$ cat src/rtl/pwmc_pkg.sv
package pwmc_pkg;

  localparam int REG_W    = 32;
  localparam int ADDR_W   = 4;
  localparam int PRE_W    = 3;
  localparam int SCALE_W  = 8;
  localparam int RPT_W    = 8;

  // register select = byte offset bits [3:2]
  localparam logic [1:0] SEL_CNT  = 2'd0;
  localparam logic [1:0] SEL_PER  = 2'd1;
  localparam logic [1:0] SEL_DUTY = 2'd2;
  localparam logic [1:0] SEL_CTRL = 2'd3;

  // writable control bits; the reserved ones read back 0
  localparam logic [REG_W-1:0] CTRL_WMASK = 32'hFFFF_733F;

  typedef enum logic [1:0] {
    MODE_ONESHOT = 2'b00,
    MODE_CONT    = 2'b01,
    MODE_CAPT    = 2'b10,
    MODE_CAPT2   = 2'b11
  } mode_e;

  typedef struct packed {
    logic [RPT_W-1:0]   rpt;      // 31:24
    logic [SCALE_W-1:0] scale;    // 23:16
    logic               rsv_c;    // 15
    logic [PRE_W-1:0]   pre;      // 14:12
    logic [1:0]         rsv_b;    // 11:10
    logic               scaled;   // 9
    logic               lowpow;   // 8
    logic [1:0]         rsv_a;    // 7:6
    logic               center;   // 5
    logic               idle_lvl; // 4
    logic               act_lvl;  // 3
    mode_e              mode;     // 2:1
    logic               en;       // 0
  } ctrl_t;

endpackage

$ cat src/rtl/pwmc_clkdiv.sv
module pwmc_clkdiv #(
  parameter int PRE_W   = 3,
  parameter int SCALE_W = 8
) (
  input  logic               clk,
  input  logic               rst_n,
  input  logic               hold,
  input  logic [PRE_W-1:0]   pre_exp,
  input  logic               use_scale,
  input  logic [SCALE_W-1:0] scale,
  output logic               tick
);
  localparam int PCNT_W = (1 << PRE_W) - 1;
  localparam int SCNT_W = SCALE_W + 1;

  logic [PCNT_W-1:0] pcnt, pmask;
  logic [SCNT_W-1:0] scnt, slim_m1;
  logic              pre_tick, scale_wrap;

  always_comb begin
    pmask      = PCNT_W'((32'd1 << pre_exp) - 32'd1);
    pre_tick   = (pcnt >= pmask);
    slim_m1    = (scale == '0) ? {SCNT_W{1'b1}} : ({scale, 1'b0} - SCNT_W'(1));
    scale_wrap = (scnt >= slim_m1);
    tick       = pre_tick && (!use_scale || scale_wrap);
  end

  always_ff @(posedge clk) begin
    if (!rst_n || hold) begin
      pcnt <= '0;
      scnt <= '0;
    end else begin
      pcnt <= pre_tick ? '0 : pcnt + PCNT_W'(1);
      if (!use_scale)
        scnt <= '0;
      else if (pre_tick)
        scnt <= scale_wrap ? '0 : scnt + SCNT_W'(1);
    end
  end

  // a held divider restarts from its first step
  assert_hold_restart_R9: assert property (@(posedge clk) disable iff (!rst_n)
    hold |=> (pcnt == '0 && scnt == '0));

endmodule

$ cat src/rtl/pwmc_core.sv
module pwmc_core #(
  parameter int CNT_W = 32,
  parameter int RPT_W = 8
) (
  input  logic             clk,
  input  logic             rst_n,
  input  logic             run,
  input  logic             center,
  input  logic             oneshot,
  input  logic             tick,
  input  logic [CNT_W-1:0] per_in,
  input  logic [CNT_W-1:0] duty_in,
  input  logic [RPT_W-1:0] rpt,
  output logic [CNT_W-1:0] cnt,
  output logic             active,
  output logic             done
);
  logic [CNT_W-1:0] per_act, duty_act, nxt_cnt;
  logic [RPT_W-1:0] nper;
  logic             down, nxt_down, bnd;

  always_comb begin
    nxt_cnt  = cnt + CNT_W'(1);
    nxt_down = down;
    bnd      = 1'b0;
    if (per_act == '0) begin
      nxt_cnt  = '0;
      nxt_down = 1'b0;
      bnd      = 1'b1;
    end else if (!center) begin
      nxt_down = 1'b0;
      if (cnt >= per_act - CNT_W'(1)) begin
        nxt_cnt = '0;
        bnd     = 1'b1;
      end
    end else if (!down) begin
      if (cnt >= per_act - CNT_W'(1)) begin
        nxt_cnt  = per_act;
        nxt_down = 1'b1;
      end
    end else begin
      if (cnt <= CNT_W'(1)) begin
        nxt_cnt  = '0;
        nxt_down = 1'b0;
        bnd      = 1'b1;
      end else begin
        nxt_cnt = cnt - CNT_W'(1);
      end
    end
  end

  assign done   = run && tick && bnd && oneshot && (nper == rpt);
  assign active = (duty_act >= per_act) || (cnt < duty_act);

  always_ff @(posedge clk) begin
    if (!rst_n) begin
      cnt      <= '0;
      down     <= 1'b0;
      nper     <= '0;
      per_act  <= '0;
      duty_act <= '0;
    end else if (!run) begin
      cnt      <= '0;
      down     <= 1'b0;
      nper     <= '0;
      per_act  <= per_in;
      duty_act <= duty_in;
    end else if (tick) begin
      cnt  <= nxt_cnt;
      down <= nxt_down;
      if (bnd) begin
        per_act  <= per_in;
        duty_act <= duty_in;
        nper     <= nper + RPT_W'(1);
      end
    end
  end

  // the count never passes the period in force
  assert_cnt_in_range_R4: assert property (@(posedge clk) disable iff (!rst_n)
    cnt <= per_act);

  // a stopped or capture-mode channel parks its counter at 0
  assert_idle_count_R12: assert property (@(posedge clk) disable iff (!rst_n)
    !run |=> (cnt == '0));

  // the last one-shot period ends with the counter at 0
  assert_done_at_zero_R11: assert property (@(posedge clk) disable iff (!rst_n)
    done |=> (cnt == '0));

  // the period in force changes only on a wrap or while stopped
  assert_shadow_hold_R10: assert property (@(posedge clk) disable iff (!rst_n)
    (run && !(tick && bnd)) |=> $stable(per_act));

endmodule

$ cat src/rtl/pwmc_top.sv
module pwmc_top
  import pwmc_pkg::*;
(
  input  logic              clk,
  input  logic              rst_n,
  input  logic              req_valid,
  output logic              req_ready,
  input  logic              req_write,
  input  logic [ADDR_W-1:0] req_addr,
  input  logic [REG_W-1:0]  req_wdata,
  output logic              rsp_valid,
  output logic [REG_W-1:0]  rsp_rdata,
  output logic              pwm_out
);
  logic [REG_W-1:0] per_q, duty_q, cnt;
  ctrl_t            ctrl_q;
  logic [1:0]       sel;
  logic             wr_en, rd_en, wr_ctrl;
  logic             run, hold, tick, active, os_done;

  assign req_ready = 1'b1;
  assign sel       = req_addr[3:2];
  assign wr_en     = req_valid && req_write;
  assign rd_en     = req_valid && !req_write;
  assign wr_ctrl   = wr_en && (sel == SEL_CTRL);

  assign run  = ctrl_q.en && (ctrl_q.mode == MODE_ONESHOT || ctrl_q.mode == MODE_CONT);
  assign hold = ctrl_q.lowpow && !ctrl_q.en;

  always_ff @(posedge clk) begin
    if (!rst_n) begin
      per_q  <= '0;
      duty_q <= '0;
      ctrl_q <= '0;
    end else begin
      if (wr_en && sel == SEL_PER)  per_q  <= req_wdata;
      if (wr_en && sel == SEL_DUTY) duty_q <= req_wdata;
      if (wr_ctrl)
        ctrl_q <= ctrl_t'(req_wdata & CTRL_WMASK);
      else if (os_done)
        ctrl_q.en <= 1'b0;
    end
  end

  always_ff @(posedge clk) begin
    if (!rst_n) begin
      rsp_valid <= 1'b0;
      rsp_rdata <= '0;
    end else begin
      rsp_valid <= rd_en;
      if (rd_en) begin
        unique case (sel)
          SEL_CNT:  rsp_rdata <= cnt;
          SEL_PER:  rsp_rdata <= per_q;
          SEL_DUTY: rsp_rdata <= duty_q;
          default:  rsp_rdata <= ctrl_q;
        endcase
      end
    end
  end

  pwmc_clkdiv #(.PRE_W(PRE_W), .SCALE_W(SCALE_W)) u_div (
    .clk      (clk),
    .rst_n    (rst_n),
    .hold     (hold),
    .pre_exp  (ctrl_q.pre),
    .use_scale(ctrl_q.scaled),
    .scale    (ctrl_q.scale),
    .tick     (tick)
  );

  pwmc_core #(.CNT_W(REG_W), .RPT_W(RPT_W)) u_core (
    .clk    (clk),
    .rst_n  (rst_n),
    .run    (run),
    .center (ctrl_q.center),
    .oneshot(ctrl_q.mode == MODE_ONESHOT),
    .tick   (tick),
    .per_in (per_q),
    .duty_in(duty_q),
    .rpt    (ctrl_q.rpt),
    .cnt    (cnt),
    .active (active),
    .done   (os_done)
  );

  assign pwm_out = run ? (active ? ctrl_q.act_lvl : !ctrl_q.act_lvl) : ctrl_q.idle_lvl;

  // a finished burst clears enable unless the host rewrites control
  assert_oneshot_stop_R11: assert property (@(posedge clk) disable iff (!rst_n)
    (os_done && !wr_ctrl) |=> !ctrl_q.en);

  // each read is answered in the next cycle
  assert_read_answer_R13: assert property (@(posedge clk) disable iff (!rst_n)
    rd_en |=> rsp_valid);

  // no response without a read
  assert_no_spurious_rsp_R13: assert property (@(posedge clk) disable iff (!rst_n)
    !rd_en |=> !rsp_valid);

endmodule

$ cat config.mk
export PLATFORM = sky130hd
export DESIGN_NAME = pwmc_top
export DESIGN_NICKNAME = d
export VERILOG_FILES = /design/src/rtl/pwmc_pkg.sv /design/src/rtl/pwmc_clkdiv.sv /design/src/rtl/pwmc_core.sv /design/src/rtl/pwmc_top.sv
export SDC_FILE = /design/constraint.sdc
export NUM_CORES = 1
export LEC_CHECK = 0
export ABC_AREA = 1
export BUFFER_PORTS_ARGS = -buffer_cell sky130_fd_sc_hd__buf_2
export CAP_MARGIN = 20
export CORE_MARGIN = 2
export CORE_UTILIZATION = 59
export DETAILED_ROUTE_END_ITERATION = 12
export PLACE_DENSITY_LB_ADDON = 0.2
export SLEW_MARGIN = 20
export SYNTH_ARGS = -nofsm -noshare
export SYNTH_HDL_FRONTEND = slang
export SYNTH_SLANG_ARGS = --single-unit
$ cat constraint.sdc
create_clock -name clk -period 10.04 [get_ports clk]
set_input_delay 0 -clock clk [delete_from_list [all_inputs] [get_ports clk]]
set_output_delay 0 -clock clk [all_outputs]
set_load 0.01 [all_outputs]
======== Word level (Yosys, flattened, before mapping) ========
Index checks and enable logic that the tools add are counted.
cells by class
  reduce and logical (&&, ||, !) cells .... 31
  equal/unequal tests ..................... 7
  order comparisons ....................... 6
  add/sub/neg operators ................... 8
  bitwise logic cells ..................... 1
  multiplexer cells ....................... 28
  shift operators ......................... 1
operators with widths
  cell                     count
  $mux W32                 12
  $pmux W32 S3             1
  $ge A32 B32 Y1           2
  $sub A32 B1 Y32 const B  2
  $add A32 B1 Y32 const B  1
  $le A32 B1 Y1 const B    1
  $logic_not A32 Y1        1
  $lt A32 B32 Y1           1
  $mux W9                  2
  $mux W1                  13
  $logic_and A1 B1 Y1      12
  $add A9 B1 Y9 const B    1
  $ge A9 B9 Y1             1
  $sub A9 B1 Y9 const B    1
  $add A8 B1 Y8 const B    1
  $eq A8 B8 Y1             1
  $logic_not A8 Y1         1
  $add A7 B1 Y7 const B    1
  $ge A7 B7 Y1             1
  $shl A1 B3 Y7 const A    1
  $sub A7 B1 Y7 const B    1
  $reduce_and A2 Y1        3
  $logic_not A1 Y1         5
  $eq A2 B1 Y1 const B     2
  other kinds (7)          14
storage, ports and cells
  flip-flop bits (word level) ............. 245
  output and inout port bits .............. 35
  word-level logic and storage cells ...... 103

======== Longest topological paths before layout ========
Gate-level depths: netlist (run 1).
  depth in word-level cells ............... 11
  depth in mapped cells ................... 27
  mapped depth without buffers ............ 26

======== Modules after synthesis ========
Synthesis (run 1) repeated with hierarchy kept, for this count alone.
second synthesis, totals
  cells, all modules ...................... 2485
  area total of the unflattened synthesis .. 16671.0 um^2
by module, submodules not included
  module       instances  area each (um^2)  sequential area each (um^2)  cells each
  pwmc_core    1          10005.8           2102.0                       1559
  pwmc_top     1          5318.9            2482.4                       733
  pwmc_clkdiv  1          1346.3            320.3                        193

======== Worst setup path after synthesis (run 1) ========
Ideal clock, no wire load.
  kind .................................... register to register
  start point ............................. register u_core.per_act[0]
  end point ............................... register u_core.per_act[23]
  buffers on the path ..................... 1
  stages on the path, launching flop included .. 25
  clock period less this slack ............ 3651 ps
  data arrival time ....................... 3587 ps
  required time ........................... 9976 ps
  slack ................................... 6389 ps
  cells stage by stage .................... dfxtp_1 -> inv_1 -> nand3_1 -> nor3_2 -> nand3_1 -> nor2_2 -> nand2_1 -> nor2_1 -> nand2_1 -> nor2_2 -> nand2_1 -> nor3_1 -> xor2_1 -> ha_1 -> a21oi_1 -> o21a_1 -> nand2_1 -> a21oi_1 -> nand2_1 -> inv_1 -> nand3_1 -> nand2_4 -> clkbuf_1 -> a21oi_1 -> nor2_1
on the way
  longest elaborated chain between the ends .. 7
RTL lines
  item                             line             source
  start, declared                  pwmc_core.sv:18  logic [CNT_W-1:0] per_act, duty_act, nxt_cnt;
  start signal, assigned           pwmc_core.sv:66  per_act <= per_in;
  start signal, assigned           pwmc_core.sv:72  per_act <= per_in;
  $sub A32 B1 Y32                  pwmc_core.sv:32  if (cnt >= per_act - CNT_W'(1)) begin
  $ge A32 B32 Y1                   pwmc_core.sv:32
  $mux W1                          pwmc_core.sv:32
  $mux W1                          pwmc_core.sv:30  end else if (!center) begin
  $mux W1 (*)                      pwmc_core.sv:26  if (per_act == '0) begin
  $ne A2 B1 Y1 (no line) (*)       -
  $reduce_and A2 Y1 (no line) (*)  -
Mark *: on every way between the ends. The rest lies on a longest branch, timed or not.
A chain may end at the register's enable or synchronous reset.

======== Final worst setup path (run 1) ========
  start point ............................. register u_core.per_act[0]
  end point ............................... register u_core.per_act[12]
The elaborated chain is that of the path after synthesis.

==> results of run 1 <==
repair_timing:
item                                    CTS  global route
buffers inserted                          0             0
gates resized for setup                   0             0
hold endpoints to repair                118             0
hold buffers                             36             0
endpoints found under the setup margin    0             0
synthesized netlist by cell type, types with 33 or more instances:
library cell / n / share of area (%)
o21ai_0: 138 / 4.3
nand4_1: 33 / 1.3
dfxtp_1: 245 / 31
xor2_1: 69 / 3.8
nand3_1: 196 / 6.1
clkbuf_1: 103 / 2.4
nor2_1: 393 / 9.2
ha_1: 120 / 9.4
nand2_1: 492 / 12
a21oi_1: 231 / 7.2
inv_1: 191 / 4.5
nor3_1: 40 / 1.3
o211ai_1: 34 / 1.6
kinds of logic (layout without fill, tap and decap cells):
family / count (synthesis) / in the layout
and+or+nand+nor: 1189 / 1189
xor gates and xnor gates: 76 / 76
DFF: 245 / 245
muxes: 1 / 1
AOI/OAI and AO/OA: 468 / 468
other: 1 / 1
buffers and inverters: 325 / 378
adders and majority gates: 120 / 120
state kept, by name, indices dropped and copies added (netlist names), 7 cells and up:
register         flops
ctrl_q              27
duty_q              32
per_q               32
rsp_rdata           32
u_core.cnt          32
u_core.duty_act     32
u_core.nper          8
u_core.per_act      32
u_div.pcnt           7
u_div.scnt           9
layout make-up:
class	instances	share of cell area, %
sequential	245	27.5
inverter	197	4.17
timing repair buffer	129	4.95
clock inverter	18	1.75
clock buffer	34	4.33
multi-input combinational	1855	54.9
tap	341	2.39
stage by stage:
stage / area, µm² / hold WS (ns)
finish: 17900 / 0.0274
global route: 17900 / 0.0494
CTS: 17900 / 0.00951
detailed placement: 16400 / 0.245
global placement: 16400 / 0.237
floorplan: 16000 / 0.135
worst max path at each step:
stage | to | slack, ns
5_1_grt | u_core.per_act[6] | 2.72
3_5_place_dp | u_core.duty_act[13] | 3.39
6_report | u_core.per_act[12] | 3.23
4_1_cts | u_core.per_act[12] | 3.36
3_3_place_gp | u_core.per_act[0] | 3.62
2_1_floorplan | u_core.per_act[23] | 6.39
worst reg2reg max path: cells and delay by family (launching register included):
kind                     cells  cell delay, ns
AO/OA/AOI/OAI                3            1.20
XOR/XNOR                     1            0.18
adder cells (fa/ha/maj)      1            0.26
buffers and inverters        3            1.29
flip-flops                   1            0.34
AND/OR/NAND/NOR             17            3.41
metal layers:
layer | wire [µm] | vias up | global-route usage, %
li1 | - | 8078 | -
met1 | 22100 | 7752 | 49.9
met2 | 22700 | 880 | 56.3
met3 | 5170 | 135 | 5.52
met4 | 1860 | 0 | 12.8
met5 | 0 | - | 0
power by group:
group | internal (mW) | switching (mW) | total [mW]
registers | 0.998 | 0.0246 | 1.02
clock network | 0.733 | 0.455 | 1.19
logic | 0.140 | 0.323 | 0.463
==> results.json, run 1 <==
{
  "synthAdderAreaFrac_pct": 9.39,
  "fmax_mhz": 147,
  "fin_skew_ns": 0.0433,
  "cts_tree": "built",
  "avgViaCountPerCell": 5.98,
  "syn-num-nets": 2585,
  "dp.cells": 2731,
  "rsz0062_at_grt": "no",
  "critPathTopFamily": "simple AND/OR/NAND/NOR gates",
  "synthArstFlopShare_pct": 0,
  "areaGrowthSynthToFinish_pct": 11.7,
  "r2r_cells": 25,
  "total_power_mw": 2.67,
  "nets": 2616,
  "arrival_ns": 7.26,
  "io_buffer_count": 71,
  "synth.avg_cell_area_um2": 6.59,
  "ys_warn_count": 0,
  "worstHoldPathType": "input pin to register",
  "grt_max_degree": 115,
  "p_per_area_nw_per_um2": 150,
  "finalSetupViolCount": 0,
  "hold_end": "rsp_valid",
  "cts_sinks": 245,
  "antenna_found_initial": 0,
  "gp_congestion": 0.990,
  "synth_mux_area_share_pct": 0.0626,
  "yosys_register_bits": 245,
  "crit_fanout": 78,
  "r2r_end": "u_core.per_act[12]",
  "setup_tns_ns": 0,
  "die_w_um": 169,
  "fillers": 2346,
  "start_util_pct": 59.6,
  "rr_startpoint": "u_core.per_act[0]",
  "routedWlPerCell_um": 18.4,
  "pin_count": 75,
  "startpoint": "u_core.per_act[0]",
  "yosys.area_share.xor_xnor_pct": 4.17,
  "holdPathStages": 4,
  "fin_crit_sh_pct": 67.8,
  "cts_buffer_depth": 3,
  "core_area_um2": 26800,
  "yosysUniqueCellTypes": 50,
  "dieArea_um2": 28400,
  "max_stage_delay_ns": 0.91,
  "drc": 0,
  "ys_seq_area_share_pct": 30.7,
  "syn_inst": 2425,
  "layout-drive-gt1-share_pct": 8.31,
  "initialDrtViolationCount": 1994,
  "final_cell_mix": "nand2_1 (492), nor2_1 (389), dfxtp_1 (245)",
  "synth_top_family_by_area": "simple AND/OR/NAND/NOR gates",
  "rrSetupSlack_ns": 3.23,
  "track_usage_pct": 35.7,
  "dp_slack_ns": 3.39,
  "path_buf_inv": 3,
  "relSlewSlack_pct": 19.6,
  "cts.clk_slew.worst_paths_ns": 0.06,
  "path_class": "register to register",
  "rows": 60,
  "slowest_stage": "a21oi_1",
  "cp-start-kind": "register",
  "synth_compound_area_share_pct": 16.6,
  "utilization_pct": 66.6,
  "antenna_cells": 0,
  "synth_edf_count": 0,
  "hold_start": "req_write",
  "crit_required_ns": 10.49,
  "layout.cells.non_filler": 2819,
  "p_leak_nw": 7.75,
  "grt-ovfl-total": 0,
  "num_vias": 16800,
  "synthSimpleGateAreaFrac_pct": 31.0,
  "ir_drop_mv": 0.134,
  "die_y_um": 169,
  "seq_area_um2": 4900,
  "endpoint_kind": "register",
  "clockRootBuffer": "clkbuf_16",
  "drtPass1Iterations": 7,
  "insertion_delay_ns": 0.59,
  "multi_input_area_um2": 9810,
  "numCtsBuffers": 28,
  "status": "finished clean",
  "synth_flop_cell": "dfxtp_1",
  "cts_max_level": 1,
  "finalHoldViolCount": 0,
  "fin_crit_ns": 6.81,
  "drt_wl_total_um": 51800,
  "slew_violations": 0,
  "worst_pin_slew_ns": 1.21,
  "grt_pass1_vias": 15500,
  "hpwl_um": 37000,
  "path_depth": 25,
  "synthesis.area_um2": 16000,
  "layout_commonest_cell": "nand2_1",
  "setup_slack_ns": 3.23,
  "crit_top_cell": "nand2_1",
  "drv_cap": 0,
  "grt_pass1_wl_um": 82100,
  "antenna_left": 0
}
No activity file was read; power rests on OpenSTA's default activity.
==> run 2: changes to the inputs <==
Settings changed: CORE_UTILIZATION 59 to 57.
Clock period 10.04 ns to 5.54 ns, I/O delays scaled along.
==> results.json, run 2 (synthesized netlist as in run 1, its figures left out) <==
{
  "rows": 61,
  "track_usage_pct": 35.1,
  "layout-drive-gt1-share_pct": 8.19,
  "finalHoldViolCount": 0,
  "finalSetupViolCount": 0,
  "crit_fanout": 40,
  "drc": 0,
  "p_per_area_nw_per_um2": 266,
  "cts_sinks": 245,
  "p_leak_nw": 7.73,
  "r2r_cells": 25,
  "grt_max_degree": 133,
  "die_y_um": 171,
  "final_cell_mix": "nand2_1 (492), nor2_1 (389), dfxtp_1 (245)",
  "relSlewSlack_pct": 27.5,
  "fin_crit_ns": 5.00,
  "antenna_found_initial": 1,
  "cts_buffer_depth": 3,
  "fin_skew_ns": 0.0300,
  "hpwl_um": 37400,
  "dieArea_um2": 29400,
  "cts_max_level": 1,
  "avgViaCountPerCell": 5.84,
  "layout.cells.non_filler": 2857,
  "routedWlPerCell_um": 18.1,
  "startpoint": "u_core.per_act[0]",
  "status": "finished clean",
  "grt-ovfl-total": 0,
  "start_util_pct": 57.7,
  "fmax_mhz": 200,
  "cts.clk_slew.worst_paths_ns": 0.06,
  "setup_tns_ns": 0,
  "antenna_cells": 0,
  "r2r_end": "u_core.per_act[22]",
  "crit_required_ns": 5.98,
  "worst_pin_slew_ns": 1.08,
  "max_stage_delay_ns": 0.39,
  "whs_ns": 0.0567,
  "cp-start-kind": "register",
  "path_class": "register to register",
  "die_w_um": 171,
  "nets": 2620,
  "pin_count": 75,
  "drv_cap": 0,
  "grt_pass1_vias": 15200,
  "crit_top_cell": "nand2_1",
  "rsz0062_at_grt": "no",
  "areaGrowthSynthToFinish_pct": 11.8,
  "fin_crit_sh_pct": 90.3,
  "numCtsBuffers": 28,
  "slowest_stage": "nand2_8",
  "grt_pass1_wl_um": 81800,
  "dp.cells": 2774,
  "antenna_left": 0,
  "io_buffer_count": 71,
  "postCtsSetupBuffers": 0,
  "crit_path_end": "u_core.per_act[22]",
  "rrSetupSlack_ns": 0.54,
  "ir_drop_mv": 0.251,
  "clockRootBuffer": "clkbuf_16",
  "rr_startpoint": "u_core.per_act[0]",
  "drt_wl_total_um": 51800,
  "arrival_ns": 5.45,
  "slew_violations": 0,
  "endpoint_kind": "register",
  "drtPass1Iterations": 6,
  "gp_congestion": 0.998,
  "core_area_um2": 27700,
  "initialDrtViolationCount": 1970,
  "cts_tree": "built",
  "layout_commonest_cell": "nand2_1",
  "num_vias": 16700,
  "insertion_delay_ns": 0.58,
  "worstHoldPathType": "input pin to register"
}
[run 2: cell count changes in the layout (fill, tap and decap cells not counted), sizes merged]
cell	change
bufinv	-1
clkinvlp	-1
clkinv	-3
inv	-1
clkbuf	+3
buf	+6
dlygate4sd3	-2
[run 2: layout make-up]
cell class              instances  area (µm²)
flip-flops and latches        245        4900
inverters                     197         744
fillers                      2476        9830
well taps                     378         473
multi-input cells            1855        9820
clock inverters                12         240
repair buffers                133         925
clock buffers                  37         764
[run 2: timing repair]
action                                 4_1_cts  5_1_grt
endpoints found under the hold margin      106        0
resized for setup                            0        1
hold buffers                                34        0
setup endpoints to repair                    0       40
[run 2: stage by stage]
step                      setup WS (ns)  total power, mW  utilization (%)  cell area [µm²]
after floorplan                    1.89             2.49                -            16000
after global placement            0.636             2.69             59.6            16500
after detailed placement          0.535             2.71             59.6            16500
after CTS                         0.492             4.74             64.5            17900
after global routing             0.0469             4.94             64.5            17900
final                             0.537             4.76             64.5            17900
[run 2: layer usage]
metal | global-route usage [%] | wire (µm) | up-vias
met3 | 5.25 | 4930 | 139
met1 | 49.3 | 22100 | 7626
met4 | 14.0 | 2210 | 2
met5 | 0 | 13 | -
li1 | - | - | 8104
met2 | 54.0 | 22500 | 823
[run 2: worst min-delay path by stage]
stage / startpoint / endpoint / slack (ns) / cells after the start
5_1_grt: req_write / rsp_rdata[3] / 0.09 / 4
3_5_place_dp: req_wdata[7] / duty_q[7] / 0.25 / 3
6_report: req_write / rsp_rdata[16] / 0.06 / 5
2_1_floorplan: req_wdata[2] / ctrl_q[2] / 0.13 / 2
4_1_cts: req_write / rsp_rdata[19] / 0.05 / 5
3_3_place_gp: req_wdata[6] / duty_q[6] / 0.24 / 3
[run 2: critical path: cells and delay by family (launching register included)]
kind,cells,cell delay (ns)
AND/OR/NAND/NOR,17,2.87
buffers and inverters,3,0.80
AO/OA/AOI/OAI,3,0.44
flip-flops,1,0.33
adder cells (fa/ha/maj),1,0.26
XOR/XNOR,1,0.19
[run 2: where the power goes]
group	switching (mW)	leakage, nW	internal (mW)
clock network	0.792	0.482	1.25
logic	0.587	5.26	0.273
registers	0.0447	1.99	1.81
total	1.42	7.73	3.33
